[config.mk]
export PLATFORM = sky130hd
export DESIGN_NAME = prio_msg_channel
export DESIGN_NICKNAME = d
export VERILOG_FILES = /design/src/rtl/prio_msg_channel.sv
export SDC_FILE = /design/constraint.sdc
export NUM_CORES = 1
export LEC_CHECK = 0
export BUFFER_PORTS_ARGS = -buffer_cell sky130_fd_sc_hd__buf_2
export CAP_MARGIN = 20
export CORE_UTILIZATION = 45
export DETAILED_ROUTE_END_ITERATION = 10
export PLACE_DENSITY = 0.66
export SETUP_SLACK_MARGIN = 0.05
export SLEW_MARGIN = 10
export SYNTH_ARGS = -nofsm -noshare
export SYNTH_HDL_FRONTEND = slang
export SYNTH_SLANG_ARGS = --single-unit
[constraint.sdc]
create_clock -name clk -period 2.42 [get_ports clk]
set_input_delay 0.363 -clock clk [delete_from_list [all_inputs] [get_ports clk]]
set_output_delay 0.363 -clock clk [all_outputs]
set_load 0.005 [all_outputs]
[src/rtl/prio_msg_channel.sv]
module prio_msg_channel #(
  parameter int SRC_W  = 4,
  parameter int DST_W  = 4,
  parameter int CMD_W  = 4,
  parameter int ADDR_W = 16,
  parameter int DATA_W = 32,
  parameter int DEPTH  = 4
) (
  input  logic              clk,
  input  logic              rst_n,
  input  logic              in_valid,
  output logic              in_ready,
  input  logic [SRC_W-1:0]  in_src,
  input  logic [DST_W-1:0]  in_dst,
  input  logic [CMD_W-1:0]  in_cmd,
  input  logic [ADDR_W-1:0] in_addr,
  input  logic [DATA_W-1:0] in_data,
  output logic              hi_valid,
  input  logic              hi_ready,
  output logic [SRC_W-1:0]  hi_src,
  output logic [DST_W-1:0]  hi_dst,
  output logic [CMD_W-1:0]  hi_cmd,
  output logic [ADDR_W-1:0] hi_addr,
  output logic [DATA_W-1:0] hi_data,
  output logic              lo_valid,
  input  logic              lo_ready,
  output logic [SRC_W-1:0]  lo_src,
  output logic [DST_W-1:0]  lo_dst,
  output logic [CMD_W-1:0]  lo_cmd,
  output logic [ADDR_W-1:0] lo_addr,
  output logic [DATA_W-1:0] lo_data
);
  localparam int MSG_W = SRC_W + DST_W + CMD_W + ADDR_W + DATA_W;
  localparam int PTR_W = (DEPTH > 1) ? $clog2(DEPTH) : 1;
  localparam int CNT_W = $clog2(DEPTH + 1);

  logic             in_hi;
  logic [MSG_W-1:0] in_msg;
  logic [MSG_W-1:0] head [2];
  logic [1:0]       full, nonempty, push, pop;

  assign in_hi  = in_cmd[CMD_W-1];
  assign in_msg = {in_src, in_dst, in_cmd, in_addr, in_data};

  for (genvar g = 0; g < 2; g++) begin : g_lane
    logic [MSG_W-1:0] mem [DEPTH];
    logic [PTR_W-1:0] wr_ptr, rd_ptr;
    logic [CNT_W-1:0] cnt;

    assign push[g]     = in_valid & in_ready & (in_hi == (g == 1));
    assign full[g]     = (cnt == CNT_W'(DEPTH));
    assign nonempty[g] = (cnt != '0);
    assign head[g]     = mem[rd_ptr];

    always_ff @(posedge clk) begin
      if (push[g]) mem[wr_ptr] <= in_msg;
    end

    always_ff @(posedge clk) begin
      if (!rst_n) begin
        wr_ptr <= '0;
        rd_ptr <= '0;
        cnt    <= '0;
      end else begin
        if (push[g]) wr_ptr <= (wr_ptr == PTR_W'(DEPTH - 1)) ? '0 : wr_ptr + 1'b1;
        if (pop[g])  rd_ptr <= (rd_ptr == PTR_W'(DEPTH - 1)) ? '0 : rd_ptr + 1'b1;
        cnt <= cnt + CNT_W'(push[g]) - CNT_W'(pop[g]);
      end
    end
  end

  assign in_ready = in_hi ? !full[1] : !full[0];

  assign hi_valid = nonempty[1];
  assign lo_valid = nonempty[0] & (!nonempty[1] | hi_ready);
  assign pop[1]   = hi_valid & hi_ready;
  assign pop[0]   = lo_valid & lo_ready;

  assign {hi_src, hi_dst, hi_cmd, hi_addr, hi_data} = head[1];
  assign {lo_src, lo_dst, lo_cmd, lo_addr, lo_data} = head[0];
endmodule

==> impl_metrics.ini, run 1 <==
[setup_path]
path_class = flip-flop to output pin
slowest_delay_ns = 0.54
critPathSlowestCell = mux4_2
cp_data_required_time_ns = 2.06
cp-end-kind = output pin
reg2reg_from = g_lane[1].cnt[1]$_SDFF_PN0_
cp-start-kind = flip-flop
crit_chain = buf_12, clkbuf_16, mux4_2, buf_2
path_max_fanout = 7
critPathArrivalTime_ns = 2.04

[die]
dieArea_um2 = 41400
core_area_um2 = 39900
start_util_pct = 45.8
rows = 73
ios = 188
die_h_um = 203
die_x_um = 203

[sta]
report.final.slew_viol_count = 0
setup_viol = 0
finalCriticalPeriod_ns = 2.40
final.setup.tns_ns = 0
whs_ns = 0.0471
fmax_mhz = 416
relSlewSlack_pct = 75.6
rsz0062_at_grt = true
clock_skew_ns = 0.0170
tightest_slew_ns = 0.367
finalHoldViolCount = 0
post-route-period-util_pct = 99.4
layout_setup_ws_ns = 0.0156

[synthesis]
synth_compound_area_share_pct = 0.514
syn_inst = 731
syn_area_um2 = 18300
yosys.area.top_type = edfxtp_1
synth_adder_area_share_pct = 1.18
synth_xor_area_share_pct = 0.192
synth-simple-area-share_pct = 1.06
ys_ff_latch = 498
yosys.cell_types.count = 27
yosysWarningCount = 0
synthMuxAreaShare_pct = 15.0
async_flop_share_pct = 0
synth-main-ff-cell = edfxtp_1
yosysTopAreaCellShare_pct = 78.9
synth-seq-area-share_pct = 80.9
synth_edf_count = 480
synth.avg_cell_area_um2 = 25.0
synth_top_family_by_area = multiplexers
synthTopCellsByArea = edfxtp_1, mux4_2, dfxtp_1
syn_nets = 812

[cells_and_area]
utilization_pct = 56.0
fin_nets = 1070
synthToLayoutAreaGrowth_pct = 22.3
layout-drive-gt1-share_pct = 42.6
final_area_um2 = 22300
fin_cells = 1555

[job]
max_cap_violations = 0

[clock_network]
clkTransAtPathRegs_ns = 0.06
max-clock-path-buffers = 3
cts.sinks = 498
cts.htree.levels = 2
ctsHoldBuffers = 0
cts_tree = built
cts_root_buf = clkbuf_16
numCtsBuffers = 50
clkLatencyLatePin_ns = 0.58

[power_and_ir_drop]
combinationalPowerShare_pct = 20.6
p_int_mw = 16.4
finalPower_mw = 21.6
switchingPower_mw = 5.21
seq_power_share_pct = 46.7
vdd_drop_max_mv = 0.567
p_leak_nw = 7.39
clockPowerShare_pct = 32.7
pwr_density_cell_nw_per_um2 = 965
p_sw_share_pct = 24.1

[grt]
grt_max_degree = 40
grt_pass1_wl_um = 53300
gr-usage-all-layers_pct = 17.8
antenna_found_initial = 3
grt_pass1_vias = 8417
globalRoute.totalOverflow = 0

[drt]
drt_iter0_drc = 542
vias = 8293
ant_nets = 0
drc = 0
wl_per_cell_um = 23.8
drt-vias-per-instance = 5.33
drt_first_pass_iters = 4
drt_wl_total_um = 37000

[hold_path]
holdCritStartpoint = in_data[15]
hold_class = input pin to flip-flop

[place]
placed_cells = 1440
port_buffers = 187
gp_congestion = 0.723
dpl_cell_area_um2 = 20200
hpwl_um = 21200
place_ws_ns = 0.0938

[outcome]
outcome = finished clean
## cell type report
class,count,area [um2]
Fill cell,2940,17600
Sequential cell,498,14800
Timing Repair Buffer,235,2020
Multi-Input combinational cell,189,3310
Clock inverter,23,160
Inverter,15,56.3
Clock buffer,67,1340
Tap cell,525,657
Antenna cell,3,7.51
## cell usage after synthesis (3+ instances only)
cell type	count
ha_1	14
nor2_1	4
and2_1	13
buf_4	12
a21oi_1	3
edfxtp_1	480
o21a_1	5
xnor2_1	3
clkbuf_1	15
mux2i_1	4
mux4_2	120
dfxtp_1	18
nand2_1	5
inv_1	15
## final timing paths
kind | endpoint | slack [ns] | cells after the start
hold / removal | g_lane[1].mem[0][15]$_DFFE_PP_ | 0.05 | 1
hold reg to reg | flip-flop | 0.48 | 2
setup reg to reg | g_lane[1].cnt[2]$_SDFF_PN0_ | 0.18 | 9
setup / recovery | lo_data[2] | 0.02 | 4
## critical path, delay by kind of cell (launching register included)
family	cells	cell delay, ns
muxes	1	0.54
buffers and inverters	3	0.49
DFF	1	0.43
## sequential cells by signal (all words and copies together), names as in the netlist, named ones only
signal,count
g_lane.cnt,6
g_lane.rd_ptr,4
g_lane.mem,480
g_lane.wr_ptr,4
## repair_timing
| action | CTS | global route |
|---|---|---|
| endpoints found under the setup margin | 111 | 95 |
| buffers inserted | 3 | 9 |
| gates resized for setup | 13 | 27 |
| cloned | 3 | 7 |
| pin swaps | 0 | 0 |
## layout by cell type, fill, tap and decap left out, types with 2 or more instances in the layout
master	n
clkbuf_1	16
or3_1	2
buf_6	33
clkinv_1	7
dfxtp_1	14
edfxtp_1	480
bufbuf_16	2
buf_4	7
buf_2	158
nor2_1	4
buf_8	2
fa_1	2
and2_1	5
diode_2	3
or4_1	2
nor3b_1	2
inv_1	15
nor3b_2	2
buf_16	3
and2_4	8
ha_1	14
nand2_1	5
dfxtp_4	4
buf_12	24
o21ai_0	2
clkbuf_16	57
clkinv_8	2
a21oi_1	3
clkinv_2	11
xnor2_1	3
o21a_1	5
mux4_2	120
mux2i_1	4
## routing by layer
layer	vias to the layer above	global-route usage [%]	part of all wire, %
met3	55	3.44	4.6
met5	-	0	0
met4	0	6.55	2.3
met2	204	28.9	50
met1	4409	24.2	43
li1	3625	-	-
## power by group through the flow
stage / Clock [mW] / Sequential [mW] / Combinational [mW]
after floorplan: 0 / 10.1 / 2.21
after global placement: 0 / 10.3 / 3.64
after detailed placement: 0 / 10.3 / 3.66
after CTS: 7.23 / 10.1 / 4.03
after global routing: 7.53 / 10.1 / 4.78
final: 7.05 / 10.1 / 4.44
## logic make-up (layout without fill, tap and decap cells)
logic type / after synthesis / count (layout)
flip-flops: 498 / 498
multiplexers: 124 / 124
buffers and inverters: 44 / 340
AND/OR/NAND/NOR: 32 / 32
adder cells (fa/ha/maj): 16 / 16
AO/OA/AOI/OAI: 13 / 13
XOR/XNOR: 4 / 4
other: 0 / 3
(Power assumes the default switching activity.)
==> inputs of run 2 (changes only) <==
--- a/config.mk
+++ b/config.mk
@@ -7,9 +7,11 @@
 export LEC_CHECK = 0
 export BUFFER_PORTS_ARGS = -buffer_cell sky130_fd_sc_hd__buf_2
 export CAP_MARGIN = 20
+export CELL_PAD_IN_SITES_DETAIL_PLACEMENT = 0
+export CELL_PAD_IN_SITES_GLOBAL_PLACEMENT = 1
 export CORE_UTILIZATION = 45
 export DETAILED_ROUTE_END_ITERATION = 10
-export PLACE_DENSITY = 0.66
+export PLACE_DENSITY_LB_ADDON = 0.1
 export SETUP_SLACK_MARGIN = 0.05
 export SLEW_MARGIN = 10
 export SYNTH_ARGS = -nofsm -noshare
==> run 2 against run 1 <==
Effect of this change:
- clock power is 0.6% higher
- via count is 1.7% higher
- sequential cell count stayed put
- clock skew is 0.0038 ns lower
- register-to-register slack better by 0.02 ns
- core utilization is 0.15 points higher
- setup slack better by 0.058 ns
- first-iteration DRC count is 4.6% lower
==> impl_metrics.ini, run 2 (synthesized netlist as in run 1, its figures left out) <==
[outcome]
outcome = finished clean

[setup_path]
reg2reg_from = g_lane[1].cnt[1]$_SDFF_PN0_
cp-end-kind = output pin
critPathArrivalTime_ns = 1.98
cp_data_required_time_ns = 2.06
r2r_cells = 8
path_max_fanout = 10
reg2reg_slack_ns = 0.20
worstReg2RegEnd = g_lane[0].cnt[2]$_SDFF_PN0_
cp-start-kind = flip-flop
path_class = flip-flop to output pin

[cells_and_area]
final_area_um2 = 22400
fin_nets = 1074
largest_reg_flops = 480
max_flop_register = g_lane.mem
final_common_cell = edfxtp_1
most-common-layout-cells = edfxtp_1, buf_2, mux4_2
largestRegisters = g_lane.mem: 480 flops, g_lane.cnt: 6 flops
layout-drive-gt1-share_pct = 42.6
synthToLayoutAreaGrowth_pct = 22.6

[sta]
tightest_slew_ns = 0.460
post-route-period-util_pct = 96.9
setup_viol = 0
clock_skew_ns = 0.0131
report.final.slew_viol_count = 0
fmax_mhz = 426
rsz0062_at_grt = true
layout_setup_ws_ns = 0.0739
finalHoldViolCount = 0
finalCriticalPeriod_ns = 2.35
relSlewSlack_pct = 69.2

[place]
dpl_cell_area_um2 = 20200
place_ws_ns = 0.0896
gp_congestion = 0.729
hpwl_um = 23000
port_buffers = 187

[grt]
antenna_found_initial = 1
globalRoute.totalOverflow = 0
grt_pass1_vias = 9058
grt_max_degree = 41
gr-usage-all-layers_pct = 19.0
grt_pass1_wl_um = 57200

[drt]
drc = 0
drt-vias-per-instance = 5.41
drt_first_pass_iters = 5
drt-met1-wl_um = 16800
drt_wl_total_um = 39900
wl_per_cell_um = 25.6
dr.max_layer_used = met4
wl_met3_um = 1900
drt_iter0_drc = 517
wl_met2_um = 20500
vias = 8434
ant_nets = 0

[clock_network]
clkTransAtPathRegs_ns = 0.06
clkLatencyLatePin_ns = 0.58
cts_tree = built
cts.htree.levels = 2
cts_root_buf = clkbuf_16
cts.sinks = 498
numCtsBuffers = 50
max-clock-path-buffers = 3

[hold_path]
hold_end = g_lane[1].mem[0][20]$_DFFE_PP_
hold_path_depth = 1
hold_class = input pin to flip-flop
holdCritStartpoint = in_data[20]

[die]
core_area_um2 = 39900
rows = 73
start_util_pct = 45.8
ios = 188
dieArea_um2 = 41400
die_h_um = 203
die_x_um = 203

[power_and_ir_drop]
p_leak_nw = 7.43
vdd_drop_max_mv = 0.599
pwr_density_cell_nw_per_um2 = 971

[job]
max_cap_violations = 0
-- run 2: per-stage QoR --
step / hold slack, ns / cells / power [mW] / utilization [%] / setup TNS, ns
2_1_floorplan: 0.462 / 731 / 12.4 / - / 0
3_3_place_gp: 0.491 / 1443 / 13.9 / 50.7 / 0
3_5_place_dp: 0.489 / 1443 / 14.0 / 50.7 / 0
4_1_cts: 0.0160 / 1536 / 21.5 / 55.1 / -0.0215
5_1_grt: 0.0332 / 1557 / 22.6 / 56.1 / 0
6_report: 0.0473 / 1558 / 21.8 / 56.1 / 0
-- run 2: layout make-up --
type,instances,area [um2]
antenna,2,5.00
clock buffer,64,1370
clock inverter,26,138
fill,2929,17500
inverter,15,56.3
multi-input combinational,189,3320
sequential,498,14800
tap,525,657
timing repair buffer,239,2070
-- run 2: routing by layer --
metal | global-route usage, % | up-vias
met1 | 25.1 | 4518
met4 | 5.10 | 0
li1 | - | 3636
met5 | 0 | -
met3 | 3.76 | 55
met2 | 32.4 | 225
-- run 2: what timing repair did --
action	4_1_cts	5_1_grt
hold buffers	0	0
pin swaps	0	1
setup buffers	1	8
setup endpoints to repair	98	121
gates resized for setup	37	11
cloned	2	12
-- run 2: how the worst max path moves through the flow --
stage	slack, ns	to	start
floorplan	0.28	g_lane[1].cnt[2]$_SDFF_PN0_	g_lane[1].cnt[1]$_SDFF_PN0_
global placement	0.17	g_lane[1].cnt[2]$_SDFF_PN0_	g_lane[1].cnt[2]$_SDFF_PN0_
detailed placement	0.09	g_lane[1].cnt[2]$_SDFF_PN0_	g_lane[1].cnt[1]$_SDFF_PN0_
CTS	-0.01	hi_data[19]	flip-flop
global route	0.006	hi_src[2]	flip-flop
finish	0.07	lo_data[8]	flip-flop
-- run 2: worst max-delay path, stage by stage (launching register included) --
cell and delay [ns]:
dfxtp_4 0.39, buf_12 0.15, buf_16 0.17, mux4_2 0.53, buf_2 0.15
-- run 2: where the power goes --
group          switching, mW  internal [mW]
registers              0.187           9.87
logic                   2.10           2.51
clock network           3.02           4.06
total                   5.31           16.4
